**src/rtl/shadow_pkg.sv**
```systemverilog
package shadow_pkg;
  localparam int          NUM_REGIONS = 13;
  localparam int          PAM_BYTES   = 7;
  localparam logic [7:0]  PAM_OFF     = 8'h59;
  localparam logic [7:0]  WIN_OFF     = 8'h72;
  localparam logic [7:0]  WIN_RST     = 8'h02;
  localparam int          ADDR_W      = 20;
  localparam int          EXP_SHIFT   = 14;
  localparam logic [19:0] EXP_BASE    = 20'hC0000;
  localparam logic [3:0]  BIOS_TOP4   = 4'hF;
  localparam logic [2:0]  WIN_TOP3    = 3'b101;
  localparam int          WIN_OPEN_B  = 6;
  localparam int          WIN_EN_B    = 3;
  localparam int          LANES       = 4;
  typedef logic [PAM_BYTES-1:0][7:0] pam_t;
endpackage

```
**src/rtl/shadow_cfg_regs.sv**
```systemverilog
module shadow_cfg_regs
  import shadow_pkg::*;
(
  input  logic                 clk_i,
  input  logic                 rst_ni,
  input  logic                 wr_i,
  input  logic [7:0]           addr_i,
  input  logic [2:0]           len_i,
  input  logic [8*LANES-1:0]   data_i,
  input  logic                 smm_i,
  output pam_t                 pam_o,
  output logic [7:0]           win_o,
  output logic [7:0]           rdata_o,
  output logic                 upd_o
);
  pam_t                 pam_q;
  logic [7:0]           win_q;
  logic                 smm_q;
  logic [PAM_BYTES-1:0] pam_we;
  pam_t                 pam_wd;
  logic                 win_we;
  logic [7:0]           win_wd;

  always_comb begin
    pam_we = '0;
    pam_wd = pam_q;
    win_we = 1'b0;
    win_wd = win_q;
    for (int k = 0; k < LANES; k++) begin
      if (wr_i && (k < int'(len_i))) begin
        for (int j = 0; j < PAM_BYTES; j++) begin
          if ({1'b0, addr_i} + 9'(k) == {1'b0, PAM_OFF} + 9'(j)) begin
            pam_we[j] = 1'b1;
            pam_wd[j] = data_i[8*k +: 8];
          end
        end
        if ({1'b0, addr_i} + 9'(k) == {1'b0, WIN_OFF}) begin
          win_we = 1'b1;
          win_wd = data_i[8*k +: 8];
        end
      end
    end
  end

  always_ff @(posedge clk_i or negedge rst_ni) begin
    if (!rst_ni) begin
      pam_q <= '0;
      win_q <= WIN_RST;
      smm_q <= 1'b0;
      upd_o <= 1'b0;
    end else begin
      for (int j = 0; j < PAM_BYTES; j++)
        if (pam_we[j]) pam_q[j] <= pam_wd[j];
      if (win_we) win_q <= win_wd;
      smm_q <= smm_i;
      upd_o <= (|pam_we) | win_we | (smm_i != smm_q);
    end
  end

  always_comb begin
    rdata_o = 8'h00;
    for (int j = 0; j < PAM_BYTES; j++)
      if ({1'b0, addr_i} == {1'b0, PAM_OFF} + 9'(j)) rdata_o = pam_q[j];
    if (addr_i == WIN_OFF) rdata_o = win_q;
  end

  assign pam_o = pam_q;
  assign win_o = win_q;

  assert_smm_upd_R9: assert property (@(posedge clk_i) disable iff (!rst_ni)
    (smm_i != smm_q) |=> upd_o);
  assert_win_hold_R10: assert property (@(posedge clk_i) disable iff (!rst_ni)
    (!wr_i) |=> $stable(win_q) && $stable(pam_q));
endmodule

```
**src/rtl/shadow_region_decode.sv**
```systemverilog
module shadow_region_decode
  import shadow_pkg::*;
(
  input  logic              clk_i,
  input  logic              rst_ni,
  input  pam_t              pam_i,
  input  logic [ADDR_W-1:0] addr_i,
  input  logic              wr_i,
  output logic              hit_o,
  output logic              ram_o
);
  localparam logic [ADDR_W-EXP_SHIFT-1:0] EXP_IDX = EXP_BASE[ADDR_W-1:EXP_SHIFT];

  logic [NUM_REGIONS-1:0] sel;
  logic [NUM_REGIONS-1:0] ram_v;

  for (genvar i = 0; i < NUM_REGIONS; i++) begin : g_reg
    localparam int BYTE_IDX = (i + 1) / 2;
    logic [3:0] nib;
    if (i == 0) begin : g_bios
      assign sel[i] = (addr_i[ADDR_W-1 -: 4] == BIOS_TOP4);
    end else begin : g_exp
      assign sel[i] = (addr_i[ADDR_W-1:EXP_SHIFT] == EXP_IDX + (ADDR_W-EXP_SHIFT)'(i - 1));
    end
    if (i % 2 == 1) begin : g_lo
      assign nib = pam_i[BYTE_IDX][3:0];
    end else begin : g_hi
      assign nib = pam_i[BYTE_IDX][7:4];
    end
    assign ram_v[i] = sel[i] & (wr_i ? nib[1] : nib[0]);
  end

  assign hit_o = |sel;
  assign ram_o = |ram_v;

  assert_one_region_R3: assert property (@(posedge clk_i) disable iff (!rst_ni)
    $onehot0(sel));
endmodule

```
**src/rtl/shadow_win_gate.sv**
```systemverilog
module shadow_win_gate
  import shadow_pkg::*;
(
  input  logic [7:0]        win_i,
  input  logic              smm_i,
  input  logic [ADDR_W-1:0] addr_i,
  output logic              hit_o,
  output logic              ram_o
);
  assign hit_o = (addr_i[ADDR_W-1 -: 3] == WIN_TOP3);
  assign ram_o = win_i[WIN_OPEN_B] | (smm_i & win_i[WIN_EN_B]);
endmodule

```
**src/rtl/shadow_attr_decoder.sv**
```systemverilog
module shadow_attr_decoder
  import shadow_pkg::*;
(
  input  logic        clk_i,
  input  logic        rst_ni,
  input  logic        cfg_wr_i,
  input  logic [7:0]  cfg_addr_i,
  input  logic [2:0]  cfg_len_i,
  input  logic [31:0] cfg_data_i,
  output logic [7:0]  cfg_rdata_o,
  input  logic        smm_i,
  input  logic [19:0] mem_addr_i,
  input  logic        mem_wr_i,
  output logic        hit_o,
  output logic        to_ram_o,
  output logic        upd_o
);
  pam_t       pam;
  logic [7:0] win;
  logic       reg_hit, reg_ram, win_hit, win_ram;

  shadow_cfg_regs i_regs (
    .clk_i, .rst_ni, .wr_i(cfg_wr_i), .addr_i(cfg_addr_i), .len_i(cfg_len_i),
    .data_i(cfg_data_i), .smm_i, .pam_o(pam), .win_o(win),
    .rdata_o(cfg_rdata_o), .upd_o
  );

  shadow_region_decode i_dec (
    .clk_i, .rst_ni, .pam_i(pam), .addr_i(mem_addr_i), .wr_i(mem_wr_i),
    .hit_o(reg_hit), .ram_o(reg_ram)
  );

  shadow_win_gate i_win (
    .win_i(win), .smm_i, .addr_i(mem_addr_i), .hit_o(win_hit), .ram_o(win_ram)
  );

  // window overrides region decode
  assign hit_o    = win_hit | reg_hit;
  assign to_ram_o = win_hit ? win_ram : reg_ram;

  assert_miss_pci_R3: assert property (@(posedge clk_i) disable iff (!rst_ni)
    !hit_o |-> !to_ram_o);
  assert_win_open_R6: assert property (@(posedge clk_i) disable iff (!rst_ni)
    (win_hit && win[WIN_OPEN_B]) |-> to_ram_o);
  assert_win_closed_R7: assert property (@(posedge clk_i) disable iff (!rst_ni)
    (win_hit && !win[WIN_OPEN_B] && !smm_i) |-> !to_ram_o);
endmodule

```
**config.mk**
```make
export PLATFORM = sky130hd
export DESIGN_NAME = shadow_attr_decoder
export DESIGN_NICKNAME = d
export VERILOG_FILES = /design/src/rtl/shadow_pkg.sv /design/src/rtl/shadow_cfg_regs.sv /design/src/rtl/shadow_region_decode.sv /design/src/rtl/shadow_win_gate.sv /design/src/rtl/shadow_attr_decoder.sv
export SDC_FILE = /design/constraint.sdc
export NUM_CORES = 1
export LEC_CHECK = 0
export BUFFER_PORTS_ARGS = -buffer_cell sky130_fd_sc_hd__buf_2
export CAP_MARGIN = 15
export CORE_AREA = 2 2 118 132
export CTS_BUF_LIST = sky130_fd_sc_hd__clkbuf_2 sky130_fd_sc_hd__clkbuf_4 sky130_fd_sc_hd__clkbuf_8
export DETAILED_ROUTE_END_ITERATION = 10
export DIE_AREA = 0 0 120 134
export SYNTH_ARGS = -nofsm -noshare
export SYNTH_HDL_FRONTEND = slang
export SYNTH_HIERARCHICAL = 1
export SYNTH_SLANG_ARGS = --single-unit
```
**constraint.sdc**
```tcl
create_clock -name clk_i -period 2 [get_ports clk_i]
set_input_delay 0.1 -clock clk_i [delete_from_list [all_inputs] [get_ports clk_i]]
set_output_delay 0.1 -clock clk_i [all_outputs]
set_load 0.005 [all_outputs]
```
==> results of run 1 <==
[registers in the layout, indices dropped and copies added (netlist names)]
signal        count
i_regs/pam_o     56
i_regs/smm_q      1
i_regs/upd_o      1
i_regs/win_o      8
[worst min-delay path: stages]
cell and delay [ns]:
buf_2 0.17, nor2_1 0.11, a21oi_1 0.05
[layer usage]
metal	share of wire (%)	track usage (%)	wire [µm]	vias up
met2	45	51.4	11900	493
met5	0	0	0	-
met3	12	7.31	3020	119
met1	36	38.6	9460	3127
li1	-	-	-	2893
met4	6.9	21.0	1810	0
[power groups by stage]
| stage | clock [mW] | combinational, mW | sequential [mW] |
|---|---|---|---|
| CTS | 1.08 | 1.29 | 1.75 |
| global placement | 0 | 1.19 | 1.77 |
| floorplan | 0 | 0.853 | 1.70 |
| finish | 1.07 | 1.35 | 1.76 |
| detailed placement | 0 | 1.23 | 1.78 |
| global route | 1.14 | 1.46 | 1.78 |
[cell usage in the layout, fill, tap and decap left out, types with 6 or more instances in the layout]
cell type / instances
nand2_1: 46
buf_4: 119
a31oi_1: 6
nor4_1: 10
a21oi_1: 69
nand2b_1: 10
nand3_1: 21
mux2i_1: 44
buf_6: 9
mux4_2: 11
a221o_1: 8
clkbuf_8: 10
nand3_2: 6
nor2_1: 78
o32ai_1: 8
o22ai_1: 25
buf_12: 13
a22oi_1: 16
o211ai_1: 16
dfrtp_1: 65
nand4_1: 8
mux2_2: 40
buf_2: 61
nor3_1: 36
[cells by family after synthesis]
kind of cell	synth area share [%]
and+or+nand+nor	24.1
AOI/OAI and AO/OA	20.1
muxes	20.7
buffers and inverters	5.26
DFF	28.6
xor gates and xnor gates	0.606
adders and majority gates	0.650
[cell type report]
class	count	area, µm²	share of cell area, %
multi-input cells	550	4150	52.7
flip-flops and latches	66	1650	21.0
repair buffers	208	1640	20.8
well taps	196	245	3.11
clock buffers	11	145	1.84
clock inverters	5	30.0	0.381
inverters	2	20.0	0.254
[path summary, 6_finish.rpt]
check	startpoint	endpoint	slack [ns]
max	i_regs/pam_o[53]	to_ram_o	-0.25
min	cfg_data_i[25]	i_regs/win_o[1]	0.08
max reg2reg	i_regs/smm_q	i_regs/upd_o	0.61
min reg2reg	i_regs/pam_o[43]	i_regs/pam_o[43]	0.50
max in group asynchronous	rst_ni	i_regs/pam_o[10]	1.38
min in group asynchronous	rst_ni	i_regs/pam_o[31]	0.29
[metrics by stage]
step | std cells | power, mW | hold slack, ns | setup WS (ns)
after floorplan | 685 | 2.56 | -0.196 | -0.0373
after global placement | 1002 | 2.96 | 0.144 | -0.370
after detailed placement | 1002 | 3.01 | 0.152 | -0.429
after CTS | 1029 | 4.12 | 0.0678 | -0.251
after global routing | 1038 | 4.38 | 0.0886 | -0.313
final | 1038 | 4.18 | 0.0760 | -0.247
[repair_timing]
action	in CTS	in global routing
endpoints found under the hold margin	66	0
setup endpoints to repair	14	61
setup buffers	9	9
hold buffers	2	0
gates cloned	0	1
resized for setup	11	32
pin swaps	4	15
==> results_dict.tcl, run 1 <==
set metrics [dict create \
    outcome "complete, but fails checks" \
    violations "setup timing" \
    chipWidth_um 120 \
    design_area_um2 7880 \
    postSynthCellCount 685 \
    grt_setup_unrepaired "true" \
    ff2ff_path_depth 4 \
    pwr-share-clk_pct 25.6 \
    vias_per_cell 6.39 \
    clkTransAtPathRegs_ns 0.08 \
    setup_viol 2 \
    final.setup.tns_ns -0.263 \
    end_kind "primary output" \
    num_vias 6632 \
    port-buffer-count 64 \
    cts_tree "yes" \
    syn_avg_cell_area_um2 8.44 \
    ys_ff_latch 66 \
    grt_use_total_pct 32.1 \
    path_class "reg2out" \
    ant_nets 0 \
    initial_core_util_pct 39.1 \
    core_area_um2 14800 \
    syn-num-nets 756 \
    ys_seq_area_share_pct 28.6 \
    drive_gt1_share_pct 38.7 \
    cp.arrival_ns 2.15 \
    max_stage_delay_ns 0.46 \
    grt_pass1_vias 6600 \
    cp.depth 6 \
    wl_um 26200 \
    grt_pass1_wl_um 38600 \
    yosysTopAreaCell "dfrtp_1" \
    area_growth_pct 36.4 \
    maxCapViolCount 0 \
    ios 79 \
    die_height_um 134 \
    utilization_pct 53.4 \
    max_slew_margin_pct 54.2 \
    path_cells "mux4_2 -> nand3_1 -> a21oi_1 -> o41a_1 -> mux2_4 -> buf_6" \
    cp_num_buf_inv 1 \
    p_comb_share_pct 32.3 \
    irDropWorstVdd_v 0.000260 \
    cts-htree-levels 3 \
    grt_remaining_overflow 0 \
    crit_fanout 2 \
    power.density_nw_per_um2 531 \
    setup_slack_ns -0.247 \
    synth_area_um2 5780 \
    async_flop_share_pct 100 \
    holdPathStages 3 \
    placed_area_um2 7300 \
    slowest_stage "mux4_2" \
    p_leak_nw 3.46 \
    layout_worst_path_cycle_share_pct 112 \
    die_area_um2 16100 \
    grt_max_degree 67 \
    clock_latency_ns 0.36 \
    path_delay_family "multiplexers" \
    nets 908 \
    hpwl_um 18300 \
    internal-power_mw 2.74 \
    tightest_slew_ns 0.681 \
    synth_top_area_share_pct 28.2 \
    slew_violations 0 \
    dr.first_iter.drc_count 894 \
    synth_most_common_cell "nor2_1" \
    wl_per_cell_um 25.3 \
    cts_buffer_depth 2 \
    finalHoldViolCount 0 \
    n_antenna_cell 0 \
    fin_crit_ns 2.25 \
    fillers 1344 \
    dr.pass1.iters 6 \
    synth_commonest_cells "81 x nor2_1, 71 x a21oi_1, 65 x dfrtp_1" \
    fin_skew_ns 0.00245 \
    p_sw_mw 1.45 \
    critical_path_required_ns 1.90 \
    clockRootBuffer "clkbuf_8" \
    p_seq_share_pct 42.1 \
    start_kind "register" \
    place.gp.congestion 0.981 \
    ys_warn_count 6 \
    synth_cell_type_count 70 \
    p_sw_share_pct 34.6 \
    drc 0 \
    synth-edff-count 0 \
    clock-sinks 66 \
    fmax_ghz 0.445 \
    num_rows 47 \
    antenna_found_initial 0 \
    hold_class "in2reg" \
    cts_buffers 9 \
    yosys-top-cells-area "dfrtp_1 28%, mux2_2 8.2%, mux2i_1 7.8%" \
    ys.flop_type "dfrtp_1" \
]
Note: power is estimated with default switching activity, not from simulation.
==> inputs of run 2 (changes only) <==
CORE_AREA = 2 2 118 131   (was 2 2 118 132)
DIE_AREA = 0 0 120 133   (was 0 0 120 134)
SETUP_SLACK_MARGIN = 0.2   (was unset)
SYNTH_HIERARCHICAL = unset   (was 1)
==> run 2 against run 1 <==
Effect of this change: the flow still finishes with violations (setup timing); non-clock buffer count is 22 lower; sequential share of layout area hardly changed; first-iteration DRC count is 1.0% lower; wire length is 11% lower; sequential power is 3% higher; setup slack worse by 0.057 ns; combinational power hardly changed; register-to-register slack better by 0.06 ns; maximum frequency is 2.5% lower; cell count is 1.9% higher.
==> results_dict.tcl, run 2 <==
set metrics [dict create \
    fmax_ghz 0.434 \
    initial_core_util_pct 38.9 \
    cts_tree "yes" \
    holdPathStages 3 \
    grt_remaining_overflow 0 \
    yosys-top-cells-area "dfrtp_1 28%, nor2_1 6.8%, mux2i_1 6.1%" \
    syn_avg_cell_area_um2 7.93 \
    critical_path_required_ns 1.90 \
    wl_per_cell_um 21.9 \
    synth_compound_area_share_pct 24.8 \
    fillers 1387 \
    antenna_found_initial 0 \
    dr.pass1.iters 7 \
    core_area_um2 14800 \
    clockRootBuffer "clkbuf_8" \
    grt_pass1_vias 6632 \
    internal-power_mw 2.95 \
    num_rows 47 \
    async_flop_share_pct 100 \
    slew_violations 0 \
    ys_ff_latch 66 \
    yosys.area_share.adder_pct 0.654 \
    yosysTopAreaCell "dfrtp_1" \
    path_class "reg2out" \
    syn-num-nets 794 \
    grt_use_total_pct 28.6 \
    synth_area_um2 5740 \
    ff2ff_path_depth 4 \
    vias_per_cell 6.34 \
    postSynthCellCount 723 \
    outcome "complete, but fails checks" \
    worst_r2r_endpoint "i_regs.upd_o" \
    p_seq_share_pct 41.5 \
    grt_setup_unrepaired "true" \
    synth_cell_type_count 66 \
    largest_reg_flops 56 \
    multi_input_area_um2 4260 \
    synth_most_common_cell "nor2_1" \
    chipWidth_um 120 \
    finalHoldViolCount 0 \
    hold_class "in2reg" \
    instances_no_fill 1058 \
    setup_slack_ns -0.304 \
    final_cell_mix "104 x nor2_1, 99 x buf_4, 87 x nand2_1, 65 x dfrtp_1, 59 x buf_2" \
    port-buffer-count 64 \
    crit_top_cell "mux4_2" \
    synth_commonest_cells "104 x nor2_1, 90 x nand2_1, 65 x dfrtp_1" \
    nets 928 \
    synth-xor-area-share_pct 0.764 \
    synth_top_area_share_pct 28.4 \
    tightest_slew_ns 0.549 \
    drive_gt1_share_pct 37.1 \
    clkTransAtPathRegs_ns 0.07 \
    power.density_nw_per_um2 558 \
    synth_top_family_by_area "simple AND/OR/NAND/NOR gates" \
    max_stage_delay_ns 0.47 \
    final-seq-area_um2 1650 \
    dr.first_iter.drc_count 885 \
    timing.rr.start "i_regs.smm_q" \
    grt_max_degree 47 \
    synthSimpleGateAreaFrac_pct 27.9 \
    ys_warn_count 0 \
    p_sw_mw 1.44 \
    start_kind "register" \
    total_power_mw 4.39 \
    ios 79 \
    irDropWorstVdd_v 0.000267 \
    crit_start "i_regs.pam_o[8]" \
    synth-edff-count 0 \
    pwr-share-clk_pct 27.7 \
    place.gp.congestion 0.925 \
    r2r_slack_ns 0.67 \
    hpwl_um 17200 \
    clock_latency_ns 0.36 \
    path_cells "mux4_2 -> mux4_2 -> a31oi_1 -> nor3b_1 -> a21oi_1 -> nor2_1 -> buf_2" \
    die_height_um 133 \
    cp.arrival_ns 2.20 \
    crit_fanout 2 \
    num_vias 6705 \
    grt_pass1_wl_um 35600 \
    layout_worst_path_cycle_share_pct 115 \
    final.setup.tns_ns -0.304 \
    layout_commonest_cell "nor2_1" \
    area_growth_pct 37.2 \
    ys.flop_type "dfrtp_1" \
    drc 0 \
    fin_skew_ns 0.00512 \
    end_kind "primary output" \
    maxCapViolCount 0 \
    setup_viol 1 \
    p_comb_share_pct 30.8 \
    synth_mux_area_share_pct 11.8 \
    hold_path_end "i_regs.pam_o[54]" \
    n_antenna_cell 0 \
    p_leak_nw 3.59 \
    placed_cells 1027 \
    max_slew_margin_pct 63.4 \
    slowest_stage "mux4_2" \
    fin_crit_ns 2.30 \
    cts_buffers 9 \
    hold_start "cfg_data_i[30]" \
    die_area_um2 16000 \
    clock-sinks 66 \
    ant_nets 0 \
    p_sw_share_pct 32.7 \
    cts_buffer_depth 2 \
    violations "setup timing" \
    wl_um 23200 \
    ys_seq_area_share_pct 28.8 \
    cts-htree-levels 3 \
]
-- run 2: per-stage QoR --
stage / worst slack, ns / util, % / instance area (µm²) / hold WS, ns
3_3_place_gp: -0.239 / 48.5 / 7160 / 0.102
6_report: -0.304 / 53.3 / 7870 / 0.0605
5_1_grt: -0.369 / 53.3 / 7870 / 0.0691
4_1_cts: -0.320 / 51.1 / 7540 / 0.0517
3_5_place_dp: -0.310 / 48.5 / 7160 / 0.113
2_1_floorplan: -0.164 / - / 6000 / -0.196
-- run 2: worst max-delay path by stage --
stage / depth (start not counted) / end
final: 7 / to_ram_o
after CTS: 7 / to_ram_o
after floorplan: 11 / i_regs.pam_o[21]
after global placement: 9 / i_regs.upd_o
after detailed placement: 11 / i_regs.upd_o
after global routing: 7 / to_ram_o
-- run 2: cell type report --
cell class / count / area share (%)
Inverter: 5 / 0.270
Timing Repair Buffer: 186 / 18.8
Clock buffer: 14 / 2.21
Multi-Input combinational cell: 589 / 54.2
Clock inverter: 2 / 0.445
Sequential cell: 66 / 21.0
Tap cell: 196 / 3.12
-- run 2: kinds of logic (layout without fill, tap and decap cells) --
group / after synthesis / after routing
buffers and inverters: 68 / 207
DFF: 66 / 66
muxes: 58 / 58
and+or+nand+nor: 318 / 318
xor gates and xnor gates: 5 / 5
adders and majority gates: 3 / 3
AOI/OAI and AO/OA: 205 / 205
-- run 2: power by group through the flow --
stage	sequential, mW	combinational, mW	clock (mW)
floorplan	1.75	0.853	0
global placement	1.81	1.18	0
detailed placement	1.83	1.23	0
CTS	1.81	1.28	1.22
global route	1.85	1.46	1.28
finish	1.82	1.35	1.22
-- run 2: repair_timing --
item                                    4_1_cts  5_1_grt
hold buffers                                  2        0
endpoints found under the setup margin       26       73
hold endpoints to repair                     21        0
buffers inserted                              7        4
cloned                                        1        1
gates resized for setup                      28       57
pin swaps                                     5       23
-- run 2: worst max-delay path, delay by kind of cell, from the launching register on --
| kind | cells | cell delay, ns |
|---|---|---|
| compound gates | 2 | 0.26 |
| buf+inv | 1 | 0.12 |
| flops | 1 | 0.42 |
| mux | 2 | 0.93 |
| simple gates | 2 | 0.12 |
-- run 2: per-layer routing --
layer	routed length, µm	global-route usage [%]	up-vias
li1	-	-	2963
met4	1300	15.6	0
met5	0	0	-
met3	2050	5.04	121
met1	8660	34.8	3160
met2	11200	47.9	461
